[config.mk]
export PLATFORM = sky130hd
export DESIGN_NAME = sdh_irq_agg
export DESIGN_NICKNAME = d
export VERILOG_FILES = /design/src/rtl/sdh_irq_pkg.sv /design/src/rtl/sdh_irq_cfg.sv /design/src/rtl/sdh_irq_sticky.sv /design/src/rtl/sdh_irq_out.sv /design/src/rtl/sdh_irq_agg.sv
export SDC_FILE = /design/constraint.sdc
export NUM_CORES = 1
export LEC_CHECK = 0
export BUFFER_PORTS_ARGS = -buffer_cell sky130_fd_sc_hd__buf_2
export CORE_ASPECT_RATIO = 2
export CORE_MARGIN = 3
export CORE_UTILIZATION = 46
export CTS_CLUSTER_SIZE = 28
export DETAILED_ROUTE_END_ITERATION = 10
export GPL_TIMING_DRIVEN = 0
export HOLD_SLACK_MARGIN = 0.03
export PLACE_DENSITY = 0.79
export SETUP_SLACK_MARGIN = 0.05
export SYNTH_ARGS = -nofsm -noshare
export SYNTH_HDL_FRONTEND = slang
export SYNTH_SLANG_ARGS = --single-unit
[constraint.sdc]
create_clock -name clk -period 1.39 [get_ports clk]
set_input_delay 0.2085 -clock clk [delete_from_list [all_inputs] [get_ports clk]]
set_output_delay 0.2085 -clock clk [all_outputs]
set_load 0.02 [all_outputs]
[src/rtl/sdh_irq_pkg.sv]
// Package: offsets, enable bit position and event group masks for the
// interrupt aggregator. Assumes a 32-bit status word and byte offsets.
package sdh_irq_pkg;

    localparam int OFS_CTRL   = 'h00;
    localparam int OFS_MASK   = 'h30;
    localparam int OFS_MASKED = 'h34;
    localparam int OFS_RAW    = 'h38;

    localparam int CTRL_IE_BIT = 4;

    localparam logic [31:0] ERR_GROUP = (32'h1 << 1)  | (32'h1 << 6)  |
                                        (32'h1 << 7)  | (32'h1 << 8)  |
                                        (32'h1 << 9)  | (32'h1 << 11) |
                                        (32'h1 << 12) | (32'h1 << 13) |
                                        (32'h1 << 15);

    localparam logic [31:0] DONE_GROUP = (32'h1 << 2) | (32'h1 << 3) |
                                         (32'h1 << 10) | (32'h1 << 14);

endpackage

[src/rtl/sdh_irq_cfg.sv]
// Configuration registers: holds the interrupt mask and the global
// interrupt enable. Assumes a single-cycle write strobe and byte offsets.
module sdh_irq_cfg
    import sdh_irq_pkg::*;
#(
    parameter int DATA_W = 32,
    parameter int ADDR_W = 8
) (
    input  logic              clk,
    input  logic              rst_n,
    input  logic              wr_en_i,
    input  logic [ADDR_W-1:0] addr_i,
    input  logic [DATA_W-1:0] wr_data_i,
    output logic [DATA_W-1:0] mask_o,
    output logic              ie_o
);

    localparam logic [ADDR_W-1:0] A_CTRL = ADDR_W'(OFS_CTRL);
    localparam logic [ADDR_W-1:0] A_MASK = ADDR_W'(OFS_MASK);

    logic wr_mask;
    logic wr_ctrl;

    assign wr_mask = wr_en_i && (addr_i == A_MASK);
    assign wr_ctrl = wr_en_i && (addr_i == A_CTRL);

    // Mask register load.
    always_ff @(posedge clk) begin
        if (!rst_n)       mask_o <= '0;
        else if (wr_mask) mask_o <= wr_data_i;
    end

    // Global enable bit load.
    always_ff @(posedge clk) begin
        if (!rst_n)       ie_o <= 1'b0;
        else if (wr_ctrl) ie_o <= wr_data_i[CTRL_IE_BIT];
    end

    // a mask write shows up in the register on the next cycle
    assert_mask_load_R6: assert property (@(posedge clk) disable iff (!rst_n)
        wr_mask |=> (mask_o == $past(wr_data_i)));

    // enable changes only through a control write
    assert_ie_hold_R12: assert property (@(posedge clk) disable iff (!rst_n)
        !wr_ctrl |=> $stable(ie_o));

endmodule

[src/rtl/sdh_irq_sticky.sv]
// Raw status store: one sticky cell per event. A write-one-to-clear on the
// raw offset drops bits, and an event in the same cycle wins. Assumes the
// events are single-cycle pulses that are sampled on the rising edge.
module sdh_irq_sticky
    import sdh_irq_pkg::*;
#(
    parameter int DATA_W = 32,
    parameter int ADDR_W = 8
) (
    input  logic              clk,
    input  logic              rst_n,
    input  logic [DATA_W-1:0] evt_i,
    input  logic              wr_en_i,
    input  logic [ADDR_W-1:0] addr_i,
    input  logic [DATA_W-1:0] wr_data_i,
    output logic [DATA_W-1:0] raw_o
);

    localparam logic [ADDR_W-1:0] A_RAW = ADDR_W'(OFS_RAW);

    logic [DATA_W-1:0] clr_vec;

    // Clear vector, non-zero only on a write to the raw offset.
    always_comb begin
        clr_vec = '0;
        if (wr_en_i && (addr_i == A_RAW)) clr_vec = wr_data_i;
    end

    for (genvar b = 0; b < DATA_W; b++) begin : g_cell
        // Sticky bit: set has priority over clear.
        always_ff @(posedge clk) begin
            if (!rst_n)        raw_o[b] <= 1'b0;
            else if (evt_i[b]) raw_o[b] <= 1'b1;
            else if (clr_vec[b]) raw_o[b] <= 1'b0;
        end

        // an event leaves the bit set
        assert_evt_sets_R2: assert property (@(posedge clk) disable iff (!rst_n)
            evt_i[b] |=> raw_o[b]);

        // without event or clear the bit holds
        assert_bit_holds_R2: assert property (@(posedge clk) disable iff (!rst_n)
            (!evt_i[b] && !clr_vec[b]) |=> $stable(raw_o[b]));

        // a clear with no event drops the bit
        assert_clear_drops_R3: assert property (@(posedge clk) disable iff (!rst_n)
            (clr_vec[b] && !evt_i[b]) |=> !raw_o[b]);

        // clear and event together keep the bit set
        assert_event_wins_R4: assert property (@(posedge clk) disable iff (!rst_n)
            (clr_vec[b] && evt_i[b]) |=> raw_o[b]);
    end

endmodule

[src/rtl/sdh_irq_out.sv]
// Output stage: masked view, registered interrupt line and the error and
// done summaries taken from raw status. Assumes the raw and mask inputs
// come from registers.
module sdh_irq_out
    import sdh_irq_pkg::*;
#(
    parameter int DATA_W = 32
) (
    input  logic              clk,
    input  logic              rst_n,
    input  logic [DATA_W-1:0] raw_i,
    input  logic [DATA_W-1:0] mask_i,
    input  logic              ie_i,
    output logic [DATA_W-1:0] masked_o,
    output logic              irq_o,
    output logic              err_o,
    output logic              done_o
);

    localparam logic [DATA_W-1:0] ERR_M  = DATA_W'(ERR_GROUP);
    localparam logic [DATA_W-1:0] DONE_M = DATA_W'(DONE_GROUP);

    logic pending;

    // Masked view and group summaries.
    always_comb begin
        masked_o = raw_i & mask_i;
        pending  = |masked_o;
        err_o    = |(raw_i & ERR_M);
        done_o   = |(raw_i & DONE_M);
    end

    // Registered interrupt request.
    always_ff @(posedge clk) begin
        if (!rst_n) irq_o <= 1'b0;
        else        irq_o <= pending && ie_i;
    end

    // a high request needs the enable on in the cycle before
    assert_irq_needs_ie_R8: assert property (@(posedge clk) disable iff (!rst_n)
        irq_o |-> $past(ie_i));

    // a high request needs the raw word and the mask to overlap in the cycle before
    assert_irq_needs_pending_R7: assert property (@(posedge clk) disable iff (!rst_n)
        irq_o |-> ($past(raw_i & mask_i) != '0));

    // the masked view never shows a bit that is absent from raw
    assert_masked_subset_R5: assert property (@(posedge clk) disable iff (!rst_n)
        (masked_o & ~raw_i) == '0);

endmodule

[src/rtl/sdh_irq_agg.sv]
// Top: interrupt aggregation for an SD host. Connects the configuration
// registers, the sticky raw store and the output stage, and drives the
// read mux. Assumes a single-cycle write strobe and a combinational read.
module sdh_irq_agg
    import sdh_irq_pkg::*;
#(
    parameter int DATA_W = 32,
    parameter int ADDR_W = 8
) (
    input  logic              clk,
    input  logic              rst_n,
    input  logic [DATA_W-1:0] evt_i,
    input  logic              wr_en_i,
    input  logic [ADDR_W-1:0] addr_i,
    input  logic [DATA_W-1:0] wr_data_i,
    output logic [DATA_W-1:0] rd_data_o,
    output logic              irq_o,
    output logic              err_sum_o,
    output logic              done_sum_o
);

    localparam logic [ADDR_W-1:0] A_CTRL   = ADDR_W'(OFS_CTRL);
    localparam logic [ADDR_W-1:0] A_MASK   = ADDR_W'(OFS_MASK);
    localparam logic [ADDR_W-1:0] A_MASKED = ADDR_W'(OFS_MASKED);
    localparam logic [ADDR_W-1:0] A_RAW    = ADDR_W'(OFS_RAW);

    logic [DATA_W-1:0] mask_q;
    logic              ie_q;
    logic [DATA_W-1:0] raw_q;
    logic [DATA_W-1:0] masked;

    sdh_irq_cfg #(.DATA_W(DATA_W), .ADDR_W(ADDR_W)) u_cfg (
        .clk       (clk),
        .rst_n     (rst_n),
        .wr_en_i   (wr_en_i),
        .addr_i    (addr_i),
        .wr_data_i (wr_data_i),
        .mask_o    (mask_q),
        .ie_o      (ie_q)
    );

    sdh_irq_sticky #(.DATA_W(DATA_W), .ADDR_W(ADDR_W)) u_sticky (
        .clk       (clk),
        .rst_n     (rst_n),
        .evt_i     (evt_i),
        .wr_en_i   (wr_en_i),
        .addr_i    (addr_i),
        .wr_data_i (wr_data_i),
        .raw_o     (raw_q)
    );

    sdh_irq_out #(.DATA_W(DATA_W)) u_out (
        .clk      (clk),
        .rst_n    (rst_n),
        .raw_i    (raw_q),
        .mask_i   (mask_q),
        .ie_i     (ie_q),
        .masked_o (masked),
        .irq_o    (irq_o),
        .err_o    (err_sum_o),
        .done_o   (done_sum_o)
    );

    // Read mux over the four mapped offsets.
    always_comb begin
        rd_data_o = '0;
        case (addr_i)
            A_CTRL:   rd_data_o[CTRL_IE_BIT] = ie_q;
            A_MASK:   rd_data_o = mask_q;
            A_MASKED: rd_data_o = masked;
            A_RAW:    rd_data_o = raw_q;
            default:  rd_data_o = '0;
        endcase
    end

    // a write to the masked offset leaves the mask unchanged
    assert_masked_ro_R5: assert property (@(posedge clk) disable iff (!rst_n)
        (wr_en_i && addr_i == A_MASKED) |=> $stable(mask_q));

    // the request is low in the first cycle after reset
    assert_reset_quiet_R1: assert property (@(posedge clk)
        $past(!rst_n) |-> !irq_o);

endmodule

# Yosys cells after proc, flatten, opt, wreduce, memory -nomap -nowiden

Index checks and enable logic that the tools add are counted.

Equality and inequality tests: 3
Muxes and demuxes: 68
Bitwise operators: 1
Reduce and logical (&&, ||, !) cells: 40

Operators with widths:

| operator                                                              | number |
|---|---|
| 27-bit one-hot mux with 3 select lines                                | 1 |
| 1-bit two-way mux                                                     | 64 |
| 2-bit nonzero test                                                    | 32 |
| 32-bit AND                                                            | 1 |
| 32-bit two-way mux                                                    | 1 |
| 32-bit OR reduction                                                   | 1 |
| 8-bit by 6-bit equality test with 1-bit output, second input constant | 3 |
| 4-bit one-hot mux with 3 select lines                                 | 1 |
| 9-bit OR reduction                                                    | 1 |
| 8-bit zero test                                                       | 1 |
| 1-bit logical AND                                                     | 4 |
| 1-bit one-hot mux with 4 select lines                                 | 1 |
| 4-bit OR reduction                                                    | 1 |

Flip-flop bits (word level): 66
Logic and storage cells: 147

# Depth between registers and ports, before layout

Gate-level depths: netlist (run 1).

Word-level depth: 5
Gate-level depth with buffers: 6
Depth with buffers taken out: 4

# Hierarchy

Synthesis (run 1) repeated with hierarchy kept, for this count alone.

Cells, all modules: 451
Area, all modules: 4,025.1 µm²

By module, submodules not included:

| module         | times used | cells an instance | area each (µm²) | seq. area each (µm²) |
|---|---|---|---|---|
| sdh_irq_sticky | 1          | 140               | 1,442.6         | 640.6 |
| sdh_irq_cfg    | 1          | 147               | 1,396.3         | 660.6 |
| sdh_irq_agg    | 1          | 114               | 852.1           | 0.0 |
| sdh_irq_out    | 1          | 50                | 334.1           | 20.0 |

# Worst setup path after synthesis (run 1)

OpenSTA, ideal clock, no wires.

Path type: in2out
From: input addr_i[1]
To: output rd_data_o[17]
Arrival: 1.454 ns
Path slack: -0.273 ns
Stages on the path: 6
Path buffers: 2
Cells stage by stage: or2_1 > nor4b_2 > buf_4 > buf_6 > a22oi_1 > a21oi_1

Word-level cells in the longest chain between the ends: 2
Elaborated cells between the ends (all ways): 4
Classes of those cells: 3 x eq/ne; 1 x mux

RTL lines:

| item                                           | RTL line          | text |
|---|---|---|
| start, declared                                | sdh_irq_agg.sv:14 | `input logic [ADDR_W-1:0] addr_i,` |
| 8-bit by 6-bit equality test with 1-bit output | sdh_irq_agg.sv:67 | `case (addr_i)` |
| 27-bit one-hot mux with 3 select lines (*)     | sdh_irq_agg.sv:67 |  |
| end, declared                                  | sdh_irq_agg.sv:16 | `output logic [DATA_W-1:0] rd_data_o,` |

Mark *: on every way between the ends. The rest lies on a longest branch, timed or not.

# Worst setup path after layout (run 1)

From: input addr_i[6]
To: output rd_data_o[17]

Same word-level chain as after synthesis.

==> results of run 1 <==
per-stage QoR:
step	setup WS, ns	total power [mW]	setup TNS (ns)	area (um2)	utilization (%)
2_1_floorplan	-0.1402	2.255	-3.110	3420	-
3_3_place_gp	-0.6518	2.461	-24.60	4063	58.54
6_report	-0.4342	5.206	-11.81	5000	72.04
4_1_cts	-0.4261	5.164	-12.36	4835	69.66
5_1_grt	-0.4793	5.345	-13.61	5000	72.04
3_5_place_dp	-0.6647	2.476	-27.20	4063	58.54
layer usage:
metal  global-route usage [%]  vias up  share of wire, %
li1                         -     1837                 -
met4                    23.71        0               7.1
met2                    54.79      291                53
met3                    6.780       85               7.4
met1                    32.03     1968                33
met5                        0        -                 0
state kept, by name, summed over array words and instances, names as in the netlist:
register        cells
u_cfg.ie_o          1
u_cfg.mask_o       32
u_out.irq_o         1
u_sticky.raw_o     32
cell usage in the layout, fill, tap and decap left out, drive strengths merged, types with 3 or more instances in the layout:
cell type / n
buf: 143
nand2: 51
a221o: 15
bufinv: 3
o21ai: 65
nor3: 3
a21oi: 16
clkbuf: 26
inv: 47
a22oi: 23
nand3: 37
nor2: 17
nor4: 4
nand4: 6
a41oi: 32
dfxtp: 66
worst paths after layout:
check | slack (ns) | startpoint | cells past startpoint | to
hold / removal | 0.09 | wr_data_i[24] | 2 | u_sticky.raw_o[24]$_SDFFE_PN0P_
setup / recovery | -0.43 | addr_i[6] | 9 | rd_data_o[17]
setup reg to reg | 0 | u_sticky.raw_o[8]$_SDFFE_PN0P_ | 4 | u_out.irq_o$_SDFF_PN0_
hold reg to reg | 0.49 | u_cfg.mask_o[17]$_SDFFE_PN0P_ | 2 | u_cfg.mask_o[17]$_SDFFE_PN0P_
worst max-delay path, cell delays in order:
cell       delay [ns]
buf_6            0.09
nand4bb_4        0.24
nor4b_4          0.29
buf_6            0.17
buf_6            0.11
buf_8            0.12
a22oi_1          0.09
a21oi_2          0.13
buf_4            0.15
power breakdown:
group	switching, mW	total (mW)	internal, mW	leakage [nW]
logic	0.272	0.474	0.202	1.39
registers	0.0905	2.05	1.96	0.543
clock network	0.835	2.68	1.84	0.176
cell type report:
cell class,count,area (um2),share of cell area [%]
multi-input cells,279,1861,37.21
flip-flops and latches,66,1326,26.53
repair buffers,126,925.9,18.52
clock buffers,11,252.7,5.055
plain buffers,32,245.2,4.905
inverters,47,176.4,3.529
well taps,90,112.6,2.252
clock inverters,5,100.1,2.002
timing repair:
action	in CTS	in global routing
endpoints found under the setup margin	34	87
pin swaps	23	13
buffers inserted	16	5
gates cloned	1	1
resized for setup	83	56
cell families (layout without fill, tap and decap cells):
| kind of cell | Yosys count | count (layout) |
|---|---|---|
| compound gates | 155 | 155 |
| simple gates | 124 | 124 |
| buf+inv | 81 | 221 |
| flops | 66 | 66 |
==> impl_metrics.tcl, run 1 <==
set metrics [dict create \
    synth_ff_type "dfxtp_1" \
    fin_crit_sh_pct 131.2 \
    setup_viol 34 \
    start_kind "primary input" \
    crit_type "in2out" \
    synth_mux_area_share_pct 0 \
    grt_usage_pct 31.73 \
    cts_sinks 66 \
    violations "negative setup slack" \
    nNetsFinal 636 \
    fin_crit_ns 1.824 \
    synth_edf_count 0 \
    yosys-top-cells-count "dfxtp_1 (66), o21ai_0 (62), nand2_1 (51)" \
    synth_most_common_cell "dfxtp_1" \
    initial_core_util_pct 47.72 \
    vias 4181 \
    vias_per_cell 6.373 \
    outcome "finished with violations" \
    dr.pass1.iters 7 \
    dieArea_um2 8316 \
    synth_fa_ha_area_share_pct 0 \
    finalHoldViolCount 0 \
    relSlewSlack_pct 48.71 \
    ys_ff_latch 66 \
    fillCellCount 520 \
    drive_gt1_share_pct 36.40 \
    async_flop_share_pct 0 \
    max_freq_mhz 548.2 \
    row_count 43 \
    htree_levels 3 \
    worst_pin_slew_ns 0.7693 \
    cts.clk_slew.worst_paths_ns 0.05 \
    slew_viol_final 0 \
    placedCellCount 622 \
    wl_um 13750 \
    die_w_um 66 \
    cts_max_path_buffers 2 \
    ir_worst_vdd_uv 1069 \
    grt_pass1_wl_um 19800 \
    synth_area_leaders "dfxtp_1 (40%), o21ai_0 (9.4%), a41oi_1 (8.5%), nand2_1 (5.8%), nand3_1 (5.4%)" \
    synth_top_family_by_area "compound AO/OA/AOI/OAI gates" \
    holdBufCountCts 0 \
    fin_cells 656 \
    core_area_um2 6940 \
    yosysSeqAreaShare_pct 39.89 \
    crit_required_ns 1.18 \
    fin_skew_ns 0.005536 \
    hold_class "in2reg" \
    synth.largest_area_cell "dfxtp_1" \
    synth_compound_area_share_pct 31.47 \
    top_level_ports 110 \
    syn2layout_area_growth_pct 50.96 \
    port_buffers 106 \
    die_h_um 126 \
    grt_pass1_vias 4037 \
    gp_congestion 0.9547 \
    wire_per_inst_um 20.96 \
    rsz0062_at_grt "true" \
    root_buffer "clkbuf_16" \
    syn-num-nets 501 \
    drt_iter0_drc 590 \
    grt_overflow_total 0 \
    path_max_fanout 5 \
    leakage_nw 2.106 \
    synthXorXnorAreaFrac_pct 0 \
    dpl.hpwl_um 8847 \
    antenna_found_initial 0 \
    setup_slack_ns -0.4342 \
    power_density_nw_per_um2 1041 \
    whs_ns 0.09283 \
    critPathCaptureType "output port" \
    yosys_warnings 0 \
    insertion_delay_ns 0.33 \
    drc_errors 0 \
    synthSimpleGateAreaFrac_pct 18.17 \
    crit_arrival_ns 1.62 \
    grt_start_max_net_pins 12 \
    netlist_instances 426 \
    cts_made_buffers 9 \
    diodes 0 \
    cts_tree "built" \
    ys_types 32 \
    ant_nets 0 \
    avgSynthCellArea_um2 7.774 \
    cap_violations 0 \
    syn_area_um2 3312 \
    yosysTopAreaCellShare_pct 39.89 \
]
No activity file was read; power rests on OpenSTA's default activity.
==> inputs of run 2 (changes only) <==
--- a/config.mk
+++ b/config.mk
@@ -13,6 +13,7 @@
 export DETAILED_ROUTE_END_ITERATION = 10
 export GPL_TIMING_DRIVEN = 0
 export HOLD_SLACK_MARGIN = 0.03
+export MAX_ROUTING_LAYER = met4
 export PLACE_DENSITY = 0.79
 export SETUP_SLACK_MARGIN = 0.05
 export SYNTH_ARGS = -nofsm -noshare
==> run 2 against run 1 <==
  * The flow still finishes with violations (negative setup slack)
  * Worst setup slack improved by 0.0076 ns
  * Critical path type unchanged
  * Non-clock buffer count unchanged
  * Largest cell class unchanged
  * Utilization grew 0.58 points
  * Sequential share of layout area down 0.16 points
==> impl_metrics.tcl, run 2 (synthesis results as in run 1) <==
set metrics [dict create \
    row_count 43 \
    worst_pin_slew_ns 0.8359 \
    grt_pass1_wl_um 20160 \
    path_max_fanout 7 \
    ir_worst_vdd_uv 805.1 \
    grt_overflow_total 0 \
    top_level_ports 110 \
    max_freq_mhz 550.5 \
    final_common_cell "buf_2" \
    power.total_mw 4.902 \
    syn2layout_area_growth_pct 52.17 \
    placedCellCount 622 \
    rsz0062_at_grt "true" \
    dpl.hpwl_um 8774 \
    r2r_end "u_out.irq_o$_SDFF_PN0_" \
    wire_per_inst_um 20.26 \
    outcome "finished with violations" \
    cts.clk_slew.worst_paths_ns 0.05 \
    violations "negative setup slack" \
    finalHoldViolCount 0 \
    r2r_setup_slack_ns 0.10 \
    final-seq-area_um2 1329 \
    die_h_um 126 \
    slew_viol_final 0 \
    gp_congestion 0.9738 \
    r2r-start "u_sticky.raw_o[1]$_SDFFE_PN0P_" \
    hp-start "wr_data_i[1]" \
    start_kind "primary input" \
    cts_made_buffers 9 \
    diodes 0 \
    port_buffers 106 \
    final_cell_mix "buf_2 (72), dfxtp_1 (62), o21ai_0 (61)" \
    root_buffer "clkbuf_16" \
    cts_max_path_buffers 2 \
    multi_input_area_um2 1883 \
    insertion_delay_ns 0.34 \
    relSlewSlack_pct 44.27 \
    holdBufCountCts 0 \
    core_area_um2 6940 \
    drc_errors 0 \
    fin_skew_ns 0.006198 \
    drive_gt1_share_pct 37.28 \
    critPathCaptureType "output port" \
    top_regs "u_cfg.mask_o: 32 flops, u_sticky.raw_o: 32 flops" \
    initial_core_util_pct 47.72 \
    hold_class "in2reg" \
    whs_ns 0.08899 \
    place_ws_ns -0.6372 \
    drt_iter0_drc 392 \
    htree_levels 3 \
    grt_pass1_vias 4069 \
    hold_end "u_sticky.raw_o[1]$_SDFFE_PN0P_" \
    leakage_nw 2.105 \
    vias_per_cell 6.139 \
    cts_sinks 66 \
    cap_violations 0 \
    fillCellCount 515 \
    grt_start_max_net_pins 11 \
    fin_cells 656 \
    power_density_nw_per_um2 972.6 \
    nNetsFinal 636 \
    fin_crit_ns 1.817 \
    wl_um 13290 \
    fin_crit_sh_pct 130.7 \
    crit_type "in2out" \
    grt_usage_pct 33.30 \
    crit_required_ns 1.18 \
    die_w_um 66 \
    ant_nets 0 \
    crit_arrival_ns 1.61 \
    setup_slack_ns -0.4266 \
    whs_path_depth 2 \
    dieArea_um2 8316 \
    dr.pass1.iters 5 \
    r2r_cells 5 \
    setup_viol 34 \
    vias 4027 \
    antenna_found_initial 0 \
    cts_tree "built" \
]
[run 2: metal layers]
layer,wire length (um),vias up,track usage (%),share of wire [%]
li1,-,1841,-,-
met1,4524,1886,32.79,34
met2,7082,229,55.44,53
met3,792,71,7.404,6.0
met4,894,0,24.31,6.7
met5,0,-,-,0
[run 2: what timing repair did]
item,in CTS,in global routing
gates resized for setup,102,30
pin swaps,28,10
endpoints found under the setup margin,36,79
gates cloned,3,1
buffers inserted,16,2
[run 2: layout make-up]
type,instances,area share (%)
clock buffers,16,6.380
inverters,47,3.500
repair buffers,125,19.36
multi-input cells,279,37.36
plain buffers,33,4.791
well taps,90,2.234
flip-flops and latches,66,26.37
[run 2: through the flow]
step                      instance area [um2]  TNS, ns  util, %
after floorplan                          3420   -3.110        -
after global placement                   4063   -24.61    58.54
after detailed placement                 4063   -28.29    58.54
after CTS                                4942   -12.17    71.21
after global routing                     5040   -13.56    72.62
final                                    5040   -12.14    72.62
[run 2: power by group]
group	total [mW]	switching [mW]	internal [mW]
clock	2.38	0.827	1.55
combinational	0.475	0.269	0.206
sequential	2.05	0.0867	1.96
total	4.90	1.18	3.72
[run 2: critical path, stage by stage]
cell	delay (ns)
buf_2	0.12
nand4bb_4	0.22
nor4b_4	0.29
buf_6	0.20
buf_6	0.13
buf_8	0.11
a221o_1	0.18
buf_6	0.13
[run 2: worst max-delay path by stage]
stage / slack, ns / endpoint / startpoint / depth (start not counted)
detailed placement: -0.64 / rd_data_o[28] / addr_i[1] / 7
global placement: -0.65 / rd_data_o[23] / addr_i[1] / 7
CTS: -0.43 / rd_data_o[31] / addr_i[0] / 9
finish: -0.43 / rd_data_o[7] / addr_i[6] / 8
floorplan: -0.14 / rd_data_o[19] / addr_i[1] / 5
global route: -0.45 / rd_data_o[29] / addr_i[6] / 8
